`src/rtl/fcr_pkg.sv`:
```
`timescale 1ns/1ps
package fcr_pkg;
  localparam int CMD_W   = 8;
  localparam int NUM_CMD = 5;

  // Bit index of each action in the strobe vector
  typedef enum int {
    IDX_NUDGE = 0,
    IDX_CAL   = 1,
    IDX_SYNC  = 2,
    IDX_SWAP  = 3,
    IDX_RST   = 4
  } cmd_idx_e;

  localparam logic [CMD_W-1:0] CODE_NUDGE = 8'h1E;
  localparam logic [CMD_W-1:0] CODE_CAL   = 8'h2D;
  localparam logic [CMD_W-1:0] CODE_SYNC  = 8'h4B;
  localparam logic [CMD_W-1:0] CODE_SWAP  = 8'h78;
  localparam logic [CMD_W-1:0] CODE_RST   = 8'h87;

  // Maps a code to a one-hot action vector; unknown codes give zero
  function automatic logic [NUM_CMD-1:0] decode_cmd(input logic [CMD_W-1:0] code);
    logic [NUM_CMD-1:0] oh;
    oh = '0;
    case (code)
      CODE_NUDGE: oh[IDX_NUDGE] = 1'b1;
      CODE_CAL:   oh[IDX_CAL]   = 1'b1;
      CODE_SYNC:  oh[IDX_SYNC]  = 1'b1;
      CODE_SWAP:  oh[IDX_SWAP]  = 1'b1;
      CODE_RST:   oh[IDX_RST]   = 1'b1;
      default:    oh = '0;
    endcase
    return oh;
  endfunction
endpackage

```
`src/rtl/fcr_tmr_reg.sv`:
```
`timescale 1ns/1ps
module fcr_tmr_reg #(
  parameter int             W       = 1,
  parameter logic [W-1:0]   RST_VAL = '0
) (
  input  logic         clk_i,
  input  logic         rst_ni,
  input  logic [W-1:0] d_i,
  output logic [W-1:0] q_o
);
  localparam int COPIES = 3;

  for (genvar g = 0; g < COPIES; g++) begin : g_copy
    logic [W-1:0] q;
    always_ff @(posedge clk_i or negedge rst_ni) begin
      if (!rst_ni) q <= RST_VAL;
      else         q <= d_i;
    end
  end

  function automatic logic [W-1:0] vote(input logic [W-1:0] a, input logic [W-1:0] b,
                                        input logic [W-1:0] c);
    return (a & b) | (a & c) | (b & c);
  endfunction

  assign q_o = vote(g_copy[0].q, g_copy[1].q, g_copy[2].q);

  // redundancy guard: with no upset injected, all copies must agree
  copies_agree_chk: assert property (@(posedge clk_i) disable iff (!rst_ni)
    (g_copy[0].q == g_copy[1].q) && (g_copy[1].q == g_copy[2].q));
endmodule

```
`src/rtl/fcr_deframer.sv`:
```
`timescale 1ns/1ps
module fcr_deframer
  import fcr_pkg::*;
#(
  parameter logic [CMD_W-1:0] PREAMBLE = 8'hA5
) (
  input  logic               clk_i,
  input  logic               rst_ni,
  input  logic               bit_i,
  output logic [NUM_CMD-1:0] strobe_o,
  output logic               frame_hit_o
);
  localparam int FRAME_W = 2 * CMD_W;
  localparam int HIST_W  = FRAME_W - 1;

  logic [HIST_W-1:0]  hist_q, hist_d;
  logic [FRAME_W-1:0] window;
  logic [NUM_CMD-1:0] code_oh, stb_d;

  // The newest bit completes the window in the same cycle it is sampled
  assign window      = {hist_q, bit_i};
  assign code_oh     = decode_cmd(window[CMD_W-1:0]);
  assign frame_hit_o = (window[FRAME_W-1:CMD_W] == PREAMBLE) && (|code_oh);
  assign hist_d      = frame_hit_o ? '0 : window[HIST_W-1:0];
  assign stb_d       = frame_hit_o ? code_oh : '0;

  fcr_tmr_reg #(.W(HIST_W)) u_hist (
    .clk_i(clk_i), .rst_ni(rst_ni), .d_i(hist_d), .q_o(hist_q));

  fcr_tmr_reg #(.W(NUM_CMD)) u_stb (
    .clk_i(clk_i), .rst_ni(rst_ni), .d_i(stb_d), .q_o(strobe_o));


  strobe_onehot_chk: assert property (@(posedge clk_i) disable iff (!rst_ni)
    $onehot0(strobe_o));

  strobe_single_chk: assert property (@(posedge clk_i) disable iff (!rst_ni)
    (strobe_o != '0) |=> (strobe_o == '0));

  hist_cleared_chk: assert property (@(posedge clk_i) disable iff (!rst_ni)
    frame_hit_o |=> (hist_q == '0) && (strobe_o != '0));
endmodule

```
`src/rtl/fcr_divider.sv`:
```
`timescale 1ns/1ps
module fcr_divider #(
  parameter int FAST_DIV = 4,   // power of two
  parameter int SLOW_DIV = 32   // power of two, multiple of FAST_DIV
) (
  input  logic clk_i,
  input  logic rst_ni,
  input  logic sync_i,
  input  logic hold_i,
  output logic en_fast_o,
  output logic en_slow_o
);
  localparam int               CNT_W     = $clog2(SLOW_DIV);
  localparam logic [CNT_W-1:0] LAST      = CNT_W'(SLOW_DIV - 1);
  localparam logic [CNT_W-1:0] FAST_MASK = CNT_W'(FAST_DIV - 1);

  logic [CNT_W-1:0] cnt_q, cnt_d;

  // Sync restarts the count, a nudge freezes it for one cycle
  function automatic logic [CNT_W-1:0] step_count(input logic [CNT_W-1:0] c,
                                                  input logic restart, input logic freeze);
    if (restart)     return '0;
    if (freeze)      return c;
    if (c == LAST)   return '0;
    return c + 1'b1;
  endfunction

  function automatic logic at_fast_edge(input logic [CNT_W-1:0] c);
    return (c & FAST_MASK) == FAST_MASK;
  endfunction

  assign cnt_d     = step_count(cnt_q, sync_i, hold_i);
  assign en_fast_o = at_fast_edge(cnt_q) && !hold_i;
  assign en_slow_o = (cnt_q == LAST) && !hold_i;

  fcr_tmr_reg #(.W(CNT_W)) u_cnt (
    .clk_i(clk_i), .rst_ni(rst_ni), .d_i(cnt_d), .q_o(cnt_q));


  slow_in_fast_chk: assert property (@(posedge clk_i) disable iff (!rst_ni)
    en_slow_o |-> en_fast_o);

  sync_restart_chk: assert property (@(posedge clk_i) disable iff (!rst_ni)
    sync_i |=> (cnt_q == '0));

  hold_freeze_chk: assert property (@(posedge clk_i) disable iff (!rst_ni)
    (hold_i && !sync_i) |=> $stable(cnt_q));

  slow_no_double_chk: assert property (@(posedge clk_i) disable iff (!rst_ni)
    en_slow_o |=> !en_slow_o);

  slow_deferred_chk: assert property (@(posedge clk_i) disable iff (!rst_ni)
    (hold_i && !sync_i && cnt_q == LAST) |=> en_slow_o);
endmodule

```
`src/rtl/fast_cmd_rx.sv`:
```
`timescale 1ns/1ps
module fast_cmd_rx
  import fcr_pkg::*;
#(
  parameter logic [CMD_W-1:0] PREAMBLE = 8'hA5,
  parameter int               FAST_DIV = 4,
  parameter int               SLOW_DIV = 32
) (
  input  logic clk_i,
  input  logic rst_ni,
  input  logic cmd_bit_i,
  output logic nudge_o,
  output logic calib_o,
  output logic sync_o,
  output logic bus_swap_o,
  output logic chip_reset_o,
  output logic bus_sel_o,
  output logic en_fast_o,
  output logic en_slow_o
);
  logic [NUM_CMD-1:0] strobe;
  logic               frame_hit;
  logic               sel_d;

  fcr_deframer #(.PREAMBLE(PREAMBLE)) u_deframer (
    .clk_i(clk_i), .rst_ni(rst_ni), .bit_i(cmd_bit_i),
    .strobe_o(strobe), .frame_hit_o(frame_hit));

  fcr_divider #(.FAST_DIV(FAST_DIV), .SLOW_DIV(SLOW_DIV)) u_divider (
    .clk_i(clk_i), .rst_ni(rst_ni),
    .sync_i(strobe[IDX_SYNC]), .hold_i(strobe[IDX_NUDGE]),
    .en_fast_o(en_fast_o), .en_slow_o(en_slow_o));

  // Chip reset forces primary; a swap toggles the channel
  assign sel_d = strobe[IDX_RST]  ? 1'b0 :
                 strobe[IDX_SWAP] ? ~bus_sel_o : bus_sel_o;

  fcr_tmr_reg #(.W(1)) u_sel (
    .clk_i(clk_i), .rst_ni(rst_ni), .d_i(sel_d), .q_o(bus_sel_o));

  assign nudge_o      = strobe[IDX_NUDGE];
  assign calib_o      = strobe[IDX_CAL];
  assign sync_o       = strobe[IDX_SYNC];
  assign bus_swap_o   = strobe[IDX_SWAP];
  assign chip_reset_o = strobe[IDX_RST];


  swap_toggle_chk: assert property (@(posedge clk_i) disable iff (!rst_ni)
    bus_swap_o |=> (bus_sel_o != $past(bus_sel_o)));

  reset_primary_chk: assert property (@(posedge clk_i) disable iff (!rst_ni)
    chip_reset_o |=> !bus_sel_o);

  sel_quiet_chk: assert property (@(posedge clk_i) disable iff (!rst_ni)
    (!bus_swap_o && !chip_reset_o) |=> $stable(bus_sel_o));

  hit_to_strobe_chk: assert property (@(posedge clk_i) disable iff (!rst_ni)
    frame_hit |=> $countones({nudge_o, calib_o, sync_o, bus_swap_o, chip_reset_o}) == 1);
endmodule

```
`config.mk`:
```
export PLATFORM = sky130hd
export DESIGN_NAME = fast_cmd_rx
export DESIGN_NICKNAME = d
export VERILOG_FILES = /design/src/rtl/fcr_pkg.sv /design/src/rtl/fcr_tmr_reg.sv /design/src/rtl/fcr_deframer.sv /design/src/rtl/fcr_divider.sv /design/src/rtl/fast_cmd_rx.sv
export SDC_FILE = /design/constraint.sdc
export NUM_CORES = 1
export LEC_CHECK = 0
export ABC_AREA = 1
export BUFFER_PORTS_ARGS = -buffer_cell sky130_fd_sc_hd__buf_4
export CORE_ASPECT_RATIO = 1.4
export CORE_UTILIZATION = 35
export DETAILED_ROUTE_END_ITERATION = 12
export HOLD_SLACK_MARGIN = 0.06
export SYNTH_ARGS = -nofsm -noshare
export SYNTH_HDL_FRONTEND = slang
export SYNTH_HIERARCHICAL = 1
export SYNTH_SLANG_ARGS = --single-unit
```
`constraint.sdc`:
```
create_clock -name clk_i -period 3.5 [get_ports clk_i]
set_input_delay 0.525 -clock clk_i [delete_from_list [all_inputs] [get_ports clk_i]]
set_output_delay 0.525 -clock clk_i [all_outputs]
set_load 0.005 [all_outputs]
```
==> impl_metrics.csv <==
group,metric,value,unit
synthesis,yosysTopAreaCell,"dfrtp_1",
final_layout,area_growth,12.4,%
pwr,vdd_drop_max,0.000220,V
cts,cts-resized-gates,0,
detailed_routing,first_iter_violations,16,
cts,clk-insertion-delay-late,0.26,ns
pwr,p_leak,0.674,nW
synthesis,syn-cell-area,1160,um2
synthesis,synth_area_per_cell,8.82,um2
timing,fin_crit_sh,0.579,
cts,clk_pin_slew_worst_paths,0.08,ns
final_layout,fin_nets,147,
critical_path,startpoint_type,"flop",
critical_path,end_kind,"output pin",
cts,clock_path_buffers,2,
synthesis,ys_async_sr_fraction,1.00,
synthesis,yosysTopAreaCellShare,0.559,
flow_run,drv_cap,0,
timing,setup_violations,0,
placement,hpwl,1.37,mm
timing,maxSlewHeadroom,0.702,
placement,numPortBuffers,10,
placement,place_congestion,0.921,
final_layout,layout_commonest_cell,"nor2_1",
detailed_routing,via_per_inst,4.43,
run_status,outcome,"completed",
critical_path,crit_type,"reg -> out",
cts,postCtsHoldBufs,0,
floorplanning,die_x,50.7,um
critical_path,critPathRequiredTime,2.97,ns
cts,cts_sinks,26,
global_routing,grtUsageTotal,0.123,
global_routing,grt_pass1_vias,790,
critical_path,timing.rr.end,"u_deframer/u_hist/g_copy[2].q[0]",
final_layout,layout_common_cells,"nor2_1 (32), dfrtp_1 (26), nand2_1 (22)",
timing,fin_crit,2.03,ns
critical_path,rrSetupSlack,2.04,ns
cts,cts_buffers,3,
timing,drv_slew,0,
detailed_routing,drtAntennaViolNets,0,
detailed_routing,drc,0,
global_routing,grt_pass1_wl,3.33,mm
synthesis,synthCells,132,
cts,post_cts_buffers,0,
synthesis,yosysWarningCount,6,
detailed_routing,dr.pass1.iters,4,
detailed_routing,routed_wl,1.84,mm
floorplanning,rows,24,
synthesis,synthesis.nets,137,
pwr,cellPowerDensity,403,nW/um2
global_routing,antenna_found_initial,0,
detailed_routing,via_count,798,
cts,cts_tree,"yes",
synthesis,ys_ff_latch,26,
critical_path,r2r_cells,8,
timing,fin_skew,0.00473,ns
timing,whs,0.151,ns
cts,cts-root-buf,"clkbuf_8",
detailed_routing,routedWlPerCell,10.2,um
worst_hold_path,hp-class,"in -> async",
timing,final_hold_viol_count,0,
synthesis,seq_area_frac_synth,0.559,
global_routing,gr-total-overflow,0,
synthesis,synth-main-ff-cell,"dfrtp_1",
synthesis,synth_area_leaders,"dfrtp_1 (56%), nor2_1 (10%), nand2_1 (7.1%), nor2_2 (4.8%), inv_1 (4.2%)",
final_layout,insertedDiodeCount,0,
critical_path,arrival,1.50,ns
cts,htreeDepth,1,
floorplanning,start_util,0.369,
synthesis,synth-edff-count,0,
floorplanning,die-height,70.2,um
synthesis,ys_types,18,
critical_path,rr_startpoint,"u_deframer/u_hist/g_copy[2].q[1]",
timing,tightest_slew,0.447,ns
timing,rsz0062_at_grt,"false",
floorplanning,fp.coreArea,3150,um2
critical_path,path_max_fanout,4,
timing,fmax,493,MHz
floorplanning,io_pins,11,
final_layout,post-route-util,0.415,
floorplanning,fp.dieArea,3560,um2
timing,finalSetupTns,0,ns
final_layout,drive_gt1_frac,0.248,
global_routing,grt_max_degree,27,
per-layer routing:
metal	track usage	routed length, um	vias to the layer above
met5	0	0	-
met4	0.0648	65	0
met3	0.0196	44	10
met2	0.207	903	16
met1	0.147	828	364
li1	-	-	408
worst max-delay path by stage:
stage / startpoint / end / slack (ns) / cells after the start
floorplan: u_divider/u_cnt/g_copy[2].q[0] / en_slow_o / 2.01 / 6
global placement: u_divider/u_cnt/g_copy[2].q[0] / en_slow_o / 1.79 / 7
detailed placement: u_divider/u_cnt/g_copy[2].q[0] / en_slow_o / 1.75 / 7
CTS: u_divider/u_cnt/g_copy[2].q[0] / en_slow_o / 1.45 / 7
global route: u_divider/u_cnt/g_copy[2].q[1] / en_slow_o / 1.39 / 7
finish: u_divider/u_cnt/g_copy[2].q[0] / en_slow_o / 1.47 / 7
metrics by stage:
step           instances  setup slack [ns]  instance area (um2)  power, mW
6_report             180              1.47                 1310      0.527
5_1_grt              180              1.39                 1310      0.550
4_1_cts              180              1.45                 1310      0.535
3_5_place_dp         176              1.75                 1250      0.348
3_3_place_gp         176              1.79                 1250      0.347
2_1_floorplan        132              2.01                 1160      0.338
cells by family (layout without fill, tap and decap cells):
logic type	after synthesis	count (layout)	share of synthesized area
AOI/OAI and AO/OA	5	5	0.0237
adders and majority gates	2	2	0.0215
buffers and inverters	23	32	0.0882
DFF	26	26	0.559
and+or+nand+nor	76	76	0.308
state kept, by name, summed over array words and instances, names as in the netlist:
signal / flops
u_divider/u_cnt/g_copy.q: 5
u_sel/g_copy.q: 1
u_deframer/u_stb/g_copy.q: 5
u_deframer/u_hist/g_copy.q: 15
cell type report:
type	count	area, um2
Fill cell	319	1850
Sequential cell	26	651
Multi-Input combinational cell	83	410
Timing Repair Buffer	10	75.1
Inverter	18	67.6
Clock buffer	4	55.1
Tap cell	39	48.8
where the power goes:
group	switching (mW)	leakage (nW)	internal (mW)
sequential	0.00561	0.319	0.309
clock	0.0851	0.0288	0.100
combinational	0.0178	0.326	0.00929
total	0.109	0.674	0.419
cells in the mapped netlist (3+ instances only):
cell,count
nor2_1,32
dfrtp_1,26
nand2_1,22
inv_1,13
nor2_2,9
inv_2,5
clkbuf_1,4
nor2_4,4
nand3_1,3
worst max-delay path: stages, from the launching register on:
cell and delay, ns:
dfrtp_1 0.40, ha_1 0.16, inv_1 0.05, nor2_1 0.14, ha_1 0.17, inv_1 0.05
nor2_2 0.14, buf_4 0.14
No activity file was read; power rests on OpenSTA's default activity.
